## config.mk

```make
export PLATFORM = sky130hd
export DESIGN_NAME = pdm_idle_detector
export DESIGN_NICKNAME = d
export VERILOG_FILES = /design/src/rtl/pdm_idle_pkg.sv /design/src/rtl/pdm_rst_sync.sv /design/src/rtl/pdm_bit_history.sv /design/src/rtl/pdm_rot_match.sv /design/src/rtl/pdm_run_counter.sv /design/src/rtl/pdm_idle_detector.sv
export SDC_FILE = /design/constraint.sdc
export NUM_CORES = 1
export LEC_CHECK = 0
export BUFFER_PORTS_ARGS = -buffer_cell sky130_fd_sc_hd__buf_2
export CORE_UTILIZATION = 57
export CTS_BUF_LIST = sky130_fd_sc_hd__clkbuf_8
export CTS_CLUSTER_SIZE = 8
export DETAILED_ROUTE_END_ITERATION = 7
export GPL_TIMING_DRIVEN = 0
export HOLD_SLACK_MARGIN = 0.12
export PLACE_DENSITY = 0.8
export SYNTH_ARGS = -nofsm -noshare
export SYNTH_HDL_FRONTEND = slang
export SYNTH_HIERARCHICAL = 1
export SYNTH_SLANG_ARGS = --single-unit
```

## constraint.sdc

```tcl
create_clock -name clk -period 1 [get_ports clk]
set_input_delay 0.1 -clock clk [delete_from_list [all_inputs] [get_ports clk]]
set_output_delay 0.1 -clock clk [all_outputs]
set_load 0.01 [all_outputs]
```

## src/rtl/pdm_idle_pkg.sv

```systemverilog
package pdm_idle_pkg;

  // Width of the idle pattern in bits
  localparam int unsigned PAT_W_DEF    = 8;
  // Idle byte, transmitted MSB first
  localparam logic [7:0]  PATTERN_DEF  = 8'hAC;
  // Number of pattern repetitions needed for standby
  localparam int unsigned MIN_REPS_DEF = 128;

  typedef enum logic [1:0] {
    ST_ACTIVE  = 2'b00,
    ST_STANDBY = 2'b01
  } pwr_state_e;

endpackage

```

## src/rtl/pdm_rst_sync.sv

```systemverilog
module pdm_rst_sync #(
  parameter int unsigned STAGES = 2
) (
  input  logic clk,
  input  logic rst_n,
  output logic rst_int_n
);

  logic [STAGES-1:0] sync_q;
  logic [STAGES-1:0] sync_d;

  always_comb begin
    sync_d = {sync_q[STAGES-2:0], 1'b1};
  end

  always_ff @(posedge clk or negedge rst_n) begin
    if (!rst_n) begin
      sync_q <= '0;
    end else begin
      sync_q <= sync_d;
    end
  end

  assign rst_int_n = sync_q[STAGES-1];

endmodule

```

## src/rtl/pdm_bit_history.sv

```systemverilog
module pdm_bit_history #(
  parameter int unsigned PAT_W = 8
) (
  input  logic             clk,
  input  logic             rst_n,
  input  logic             bit_in,
  output logic [PAT_W-1:0] window_next,
  output logic             repeat_ok
);

  logic [PAT_W-1:0] hist_q;
  logic [PAT_W-1:0] hist_d;

  // Newest bit enters at the LSB; MSB holds the bit from PAT_W clocks ago
  always_comb begin
    hist_d      = {hist_q[PAT_W-2:0], bit_in};
    window_next = hist_d;
    repeat_ok   = (bit_in == hist_q[PAT_W-1]);
  end

  always_ff @(posedge clk or negedge rst_n) begin
    if (!rst_n) begin
      hist_q <= '0;
    end else begin
      hist_q <= hist_d;
    end
  end

endmodule

```

## src/rtl/pdm_rot_match.sv

```systemverilog
module pdm_rot_match #(
  parameter int unsigned     PAT_W   = 8,
  parameter logic [PAT_W-1:0] PATTERN = 8'hAC
) (
  input  logic [PAT_W-1:0] window,
  output logic             is_rotation
);

  localparam logic [2*PAT_W-1:0] DOUBLED = {PATTERN, PATTERN};

  logic [PAT_W-1:0] hit_vec;

  generate
    for (genvar r = 0; r < PAT_W; r++) begin : g_rot
      localparam logic [PAT_W-1:0] ROT = DOUBLED[2*PAT_W-1-r -: PAT_W];
      assign hit_vec[r] = (window == ROT);
    end
  endgenerate

  assign is_rotation = |hit_vec;

endmodule

```

## src/rtl/pdm_run_counter.sv

```systemverilog
module pdm_run_counter #(
  parameter int unsigned CNT_W  = 11,
  parameter int unsigned THRESH = 1024
) (
  input  logic             clk,
  input  logic             rst_n,
  input  logic             inc,
  output logic [CNT_W-1:0] count,
  output logic             hit_next
);

  localparam logic [CNT_W-1:0] LIMIT    = CNT_W'(THRESH);
  localparam logic [CNT_W-1:0] PRELIMIT = CNT_W'(THRESH - 1);

  logic [CNT_W-1:0] cnt_q;
  logic [CNT_W-1:0] cnt_d;

  always_comb begin
    if (!inc) begin
      cnt_d = '0;
    end else if (cnt_q >= LIMIT) begin
      cnt_d = LIMIT;
    end else begin
      cnt_d = cnt_q + 1'b1;
    end
    hit_next = inc && (cnt_q >= PRELIMIT);
  end

  always_ff @(posedge clk or negedge rst_n) begin
    if (!rst_n) begin
      cnt_q <= '0;
    end else begin
      cnt_q <= cnt_d;
    end
  end

  assign count = cnt_q;

endmodule

```

## src/rtl/pdm_idle_detector.sv

```systemverilog
module pdm_idle_detector
  import pdm_idle_pkg::*;
#(
  parameter int unsigned      PAT_W    = PAT_W_DEF,
  parameter logic [PAT_W-1:0] PATTERN  = PATTERN_DEF,
  parameter int unsigned      MIN_REPS = MIN_REPS_DEF,
  localparam int unsigned     THRESH   = PAT_W * MIN_REPS,
  localparam int unsigned     CNT_W    = $clog2(THRESH + 1)
) (
  input  logic             clk,
  input  logic             rst_n,
  input  logic             pdm_bit,
  input  logic             spd_enable,
  output logic             standby,
  output logic             wake_pulse,
  output logic [CNT_W-1:0] run_count
);

  logic             rst_int_n;
  logic [PAT_W-1:0] window_next;
  logic             repeat_ok;
  logic             is_rot;
  logic             bit_match;
  logic             hit_next;

  pwr_state_e state_q, state_d;
  logic       wake_q, wake_d;

  pdm_rst_sync #(.STAGES(2)) u_rst_sync (
    .clk       (clk),
    .rst_n     (rst_n),
    .rst_int_n (rst_int_n)
  );

  pdm_bit_history #(.PAT_W(PAT_W)) u_hist (
    .clk         (clk),
    .rst_n       (rst_int_n),
    .bit_in      (pdm_bit),
    .window_next (window_next),
    .repeat_ok   (repeat_ok)
  );

  pdm_rot_match #(.PAT_W(PAT_W), .PATTERN(PATTERN)) u_match (
    .window      (window_next),
    .is_rotation (is_rot)
  );

  // A bit extends the run only when enabled, repeating, and inside a rotation
  assign bit_match = spd_enable && repeat_ok && is_rot;

  pdm_run_counter #(.CNT_W(CNT_W), .THRESH(THRESH)) u_cnt (
    .clk      (clk),
    .rst_n    (rst_int_n),
    .inc      (bit_match),
    .count    (run_count),
    .hit_next (hit_next)
  );

  // Next-state logic for the power state and the wake pulse
  always_comb begin
    state_d = state_q;
    wake_d  = 1'b0;
    unique case (state_q)
      ST_ACTIVE: begin
        if (hit_next) begin
          state_d = ST_STANDBY;
        end
      end
      ST_STANDBY: begin
        if (!spd_enable) begin
          state_d = ST_ACTIVE;
        end else if (!bit_match) begin
          state_d = ST_ACTIVE;
          wake_d  = 1'b1;
        end
      end
      default: begin
        state_d = ST_ACTIVE;
      end
    endcase
  end

  always_ff @(posedge clk or negedge rst_int_n) begin
    if (!rst_int_n) begin
      state_q <= ST_ACTIVE;
      wake_q  <= 1'b0;
    end else begin
      state_q <= state_d;
      wake_q  <= wake_d;
    end
  end

  assign standby    = (state_q == ST_STANDBY);
  assign wake_pulse = wake_q;

endmodule

```

==> impl_metrics.sql <==
INSERT INTO impl_metrics (metric_group, metric, value, unit) VALUES
('routing', 'firstDrtPassIters', '4', ''),
('outcome', 'failed_checks', 'setup timing', ''),
('global_route', 'globalRouteTotalUtil', '24.85', '%'),
('worst_setup_path', 'crit_fanout', '5', ''),
('yosys', 'synth_top_cell_area_share', '52.63', '%'),
('finish', 'nFillCells', '115', ''),
('worst_setup_path', 'worst_ep_required_time', '1.19', 'ns'),
('finish', 'layout-area-overhead-vs-synth', '28.15', '%'),
('worst_setup_path', 'timing.reg2reg.worst_path_depth', '9', ''),
('cts', 'insertion_delay_to_the_later_sink_of_the_worst_skew_pair', '0.26', 'ns'),
('global_route', 'grt_max_degree', '22', ''),
('cts', 'max-clock-path-buffers', '2', ''),
('cts', 'tritoncts_num_sinks', '23', ''),
('routing', 'drt_drc_violations_left', '0', ''),
('power', 'power.static_leakage', '0.6076', 'nW'),
('sta', 'layout_worst_path_cycle_share', '198.8', '%'),
('finish', 'highest_count_cells_in_the_layout_ignoring_fill_and_taps', '23 x sky130_fd_sc_hd__dfrtp_1, 16 x sky130_fd_sc_hd__buf_2, 8 x sky130_fd_sc_hd__buf_4', ''),
('global_route', 'grt-ovfl-total', '0', ''),
('placed_design', 'postPlaceCellArea', '1236', 'sq um'),
('worst_setup_path', 'rr_startpoint', 'u_hist/hist_q[5]', ''),
('placed_design', 'placedCellCount', '141', ''),
('worst_setup_path', 'worst_r2r_endpoint', 'u_cnt/count[3]', ''),
('yosys', 'synth.yosys.warnings', '6', ''),
('routing', 'routed_wire_length_per_instance', '14.43', 'um'),
('yosys', 'mappedNetlistArea', '1094', 'sq um'),
('routing', 'drt-initial-drc-count', '24', ''),
('routing', 'route.final.wire_length', '2.193', 'mm'),
('power', 'power-per-cell-area', '1171', 'nW/um^2'),
('worst_setup_path', 'worstPathArrival', '2.18', 'ns'),
('cts', 'clockRootBuffer', 'sky130_fd_sc_hd__clkbuf_8', ''),
('yosys', 'top_cells_by_area_in_the_synthesized_netlist', 'sky130_fd_sc_hd__dfrtp_1 53%, sky130_fd_sc_hd__buf_4 5.5%, sky130_fd_sc_hd__a21oi_1 2.7%', ''),
('power', 'total_power', '1.642', 'mW'),
('sta', 'timing.clock.skew', '0.002610', 'ns'),
('sta', 'report.final.slew_viol_count', '0', ''),
('cts', 'htree_levels', '1', ''),
('sta', 'maxClockFrequency', '503.0', 'MHz'),
('global_route', 'wire_length_of_the_first_global_routing_pass', '3.505', 'mm'),
('sta', 'final_critical_path_setup_slack', '-0.9879', 'ns'),
('yosys', 'yosys.cell_types.count', '33', ''),
('yosys', 'ys_seq_elements', '23', ''),
('sta', 'final-hold-violation-count', '0', ''),
('worst_setup_path', 'cpPeakStageDelay', '0.40', 'ns'),
('cts', 'cts_tree', 'built', ''),
('sta', 'rsz0062_at_grt', 'yes', ''),
('finish', 'multi_input_comb_area', '501.7', 'sq um'),
('worst_setup_path', 'category_of_the_critical_setup_timing_path', 'reg -> reg', ''),
('placed_design', 'numPortBuffers', '16', ''),
('floorplanning', 'placementRows', '15', ''),
('sta', 'finalSetupViolCount', '15', ''),
('finish', 'layout_commonest_cell', 'sky130_fd_sc_hd__dfrtp_1', ''),
('yosys', 'netlist_instances', '100', ''),
('finish', 'antennaDiodeCount', '0', ''),
('routing', 'ant_nets', '0', ''),
('worst_setup_path', 'worstSetupEndpointType', 'register', ''),
('floorplanning', 'die_footprint', '2098', 'sq um'),
('floorplanning', 'initial_core_util', '61.99', '%'),
('global_route', 'grt_pass1_vias', '802', ''),
('yosys', 'synth_sequential_area_ratio', '52.63', '%'),
('routing', 'vias_per_cell', '5.605', ''),
('yosys', 'mean_syn_cell_area', '10.94', 'sq um'),
('min_path', 'hold_path.class', 'in -> async', ''),
('sta', 'worst_pin_slew', '0.8376', 'ns'),
('floorplanning', 'num_io_pins', '17', ''),
('floorplanning', 'die_width', '45.80', 'um'),
('cts', 'tritoncts.num_buffers', '3', ''),
('outcome', 'result_of_the_run', 'finished, violations left', ''),
('finish', 'finish.net_count', '134', ''),
('power', 'max_vdd_drop', '0.9154', 'mV'),
('sta', 'relSlewSlack', '44.16', '%'),
('worst_setup_path', 'critPathSlowestCell', 'sky130_fd_sc_hd__dfrtp_1', ''),
('run', 'maxCapViolations', '0', '');
==> how the worst min path moves through the flow <==
stage / startpoint / end
finish: rst_n / u_rst_sync/sync_q[0]
global route: rst_n / u_rst_sync/sync_q[0]
CTS: rst_n / u_rst_sync/sync_q[0]
detailed placement: rst_n / u_rst_sync/sync_q[1]
global placement: rst_n / u_rst_sync/sync_q[0]
floorplan: rst_n / u_rst_sync/sync_q[0]
==> cell type report <==
class                   count  area share [%]
flip-flops and latches     23           41.07
multi-input cells          64           35.80
repair buffers             23           10.45
plain buffers               9           6.161
clock buffers               3           2.946
well taps                  25           2.232
inverters                   4           1.071
clock inverters             1          0.2679
==> cells in the mapped netlist <==
cell type / instances
sky130_fd_sc_hd__nand2b_1: 3
sky130_fd_sc_hd__mux2_4: 1
sky130_fd_sc_hd__o21a_1: 2
sky130_fd_sc_hd__a211oi_1: 1
sky130_fd_sc_hd__o21ai_0: 5
sky130_fd_sc_hd__dfrtp_1: 23
sky130_fd_sc_hd__nand3_4: 1
sky130_fd_sc_hd__nor3_1: 1
sky130_fd_sc_hd__inv_1: 4
sky130_fd_sc_hd__a21oi_1: 6
sky130_fd_sc_hd__nand2_1: 5
sky130_fd_sc_hd__ha_1: 2
sky130_fd_sc_hd__a31oi_1: 1
sky130_fd_sc_hd__or3_1: 3
sky130_fd_sc_hd__nand4_1: 1
sky130_fd_sc_hd__nor4bb_1: 2
sky130_fd_sc_hd__or4_1: 2
sky130_fd_sc_hd__or3_2: 1
sky130_fd_sc_hd__nand4_2: 1
sky130_fd_sc_hd__o2111ai_1: 2
sky130_fd_sc_hd__conb_1: 1
sky130_fd_sc_hd__xor2_1: 2
sky130_fd_sc_hd__and3_4: 1
sky130_fd_sc_hd__o31ai_1: 1
sky130_fd_sc_hd__nor3b_1: 2
sky130_fd_sc_hd__and4bb_2: 1
sky130_fd_sc_hd__o31a_1: 1
sky130_fd_sc_hd__clkbuf_1: 1
sky130_fd_sc_hd__nor2_1: 7
sky130_fd_sc_hd__nand3_1: 4
sky130_fd_sc_hd__buf_4: 8
sky130_fd_sc_hd__nor4b_1: 2
sky130_fd_sc_hd__xnor2_1: 2
==> metrics by stage <==
stage          util, %  hold WS (ns)  setup TNS (ns)  setup slack [ns]
2_1_floorplan        -       -0.1956          -9.421           -0.7907
3_3_place_gp     70.07       -0.1156          -10.44           -0.8752
3_5_place_dp     70.07       -0.1142          -11.15           -0.9368
4_1_cts          77.09        0.1319          -11.45           -0.9451
5_1_grt          79.43        0.1359          -14.32            -1.043
6_report         79.43        0.1401          -11.91           -0.9879
==> registers in the layout (all words and copies together) (netlist names) <==
register	flops
u_hist/hist_q	8
wake_pulse	1
u_cnt/count	11
state_q	1
u_rst_sync/sync_q	2
==> critical path, delay by kind of cell, from the launching register on <==
kind / cells / cell delay [ns]
buffers and inverters: 2 / 0.30
AND/OR/NAND/NOR: 4 / 0.70
AO/OA/AOI/OAI: 3 / 0.52
flip-flops: 1 / 0.40
==> what timing repair did <==
action,4_1_cts,5_1_grt
pin swaps,1,3
endpoints found under the hold margin,4,0
buffers inserted,1,2
hold buffers,3,0
resized for setup,8,6
endpoints found under the setup margin,15,38
cloned,1,0
==> routing by layer <==
metal  global-route usage [%]  wire, um  up-vias
met5                        0         0        -
met4                    17.06        25        0
met3                    3.571        86        4
met2                    36.86      1094       34
met1                    33.59       986      406
li1                         -         -      408
==> cells by family (layout without fill, tap and decap cells) <==
logic type,count (synthesis),in the layout,share of synthesized area (%)
simple gates,37,37,22.20
mux,1,1,1.373
fa+ha+maj,2,2,2.288
compound gates,19,19,10.76
flops,23,23,52.63
other cells,1,1,0.3429
xor+xnor,4,4,3.204
buf+inv,13,40,7.208
==> report_power, final <==
part           internal (mW)  switching, mW  leakage (nW)  total (mW)
sequential             0.950         0.0264         0.298       0.976
clock                  0.274          0.280        0.0269       0.554
combinational         0.0631         0.0484         0.282       0.111
total                   1.29          0.355         0.608        1.64
(Power assumes the default switching activity.)
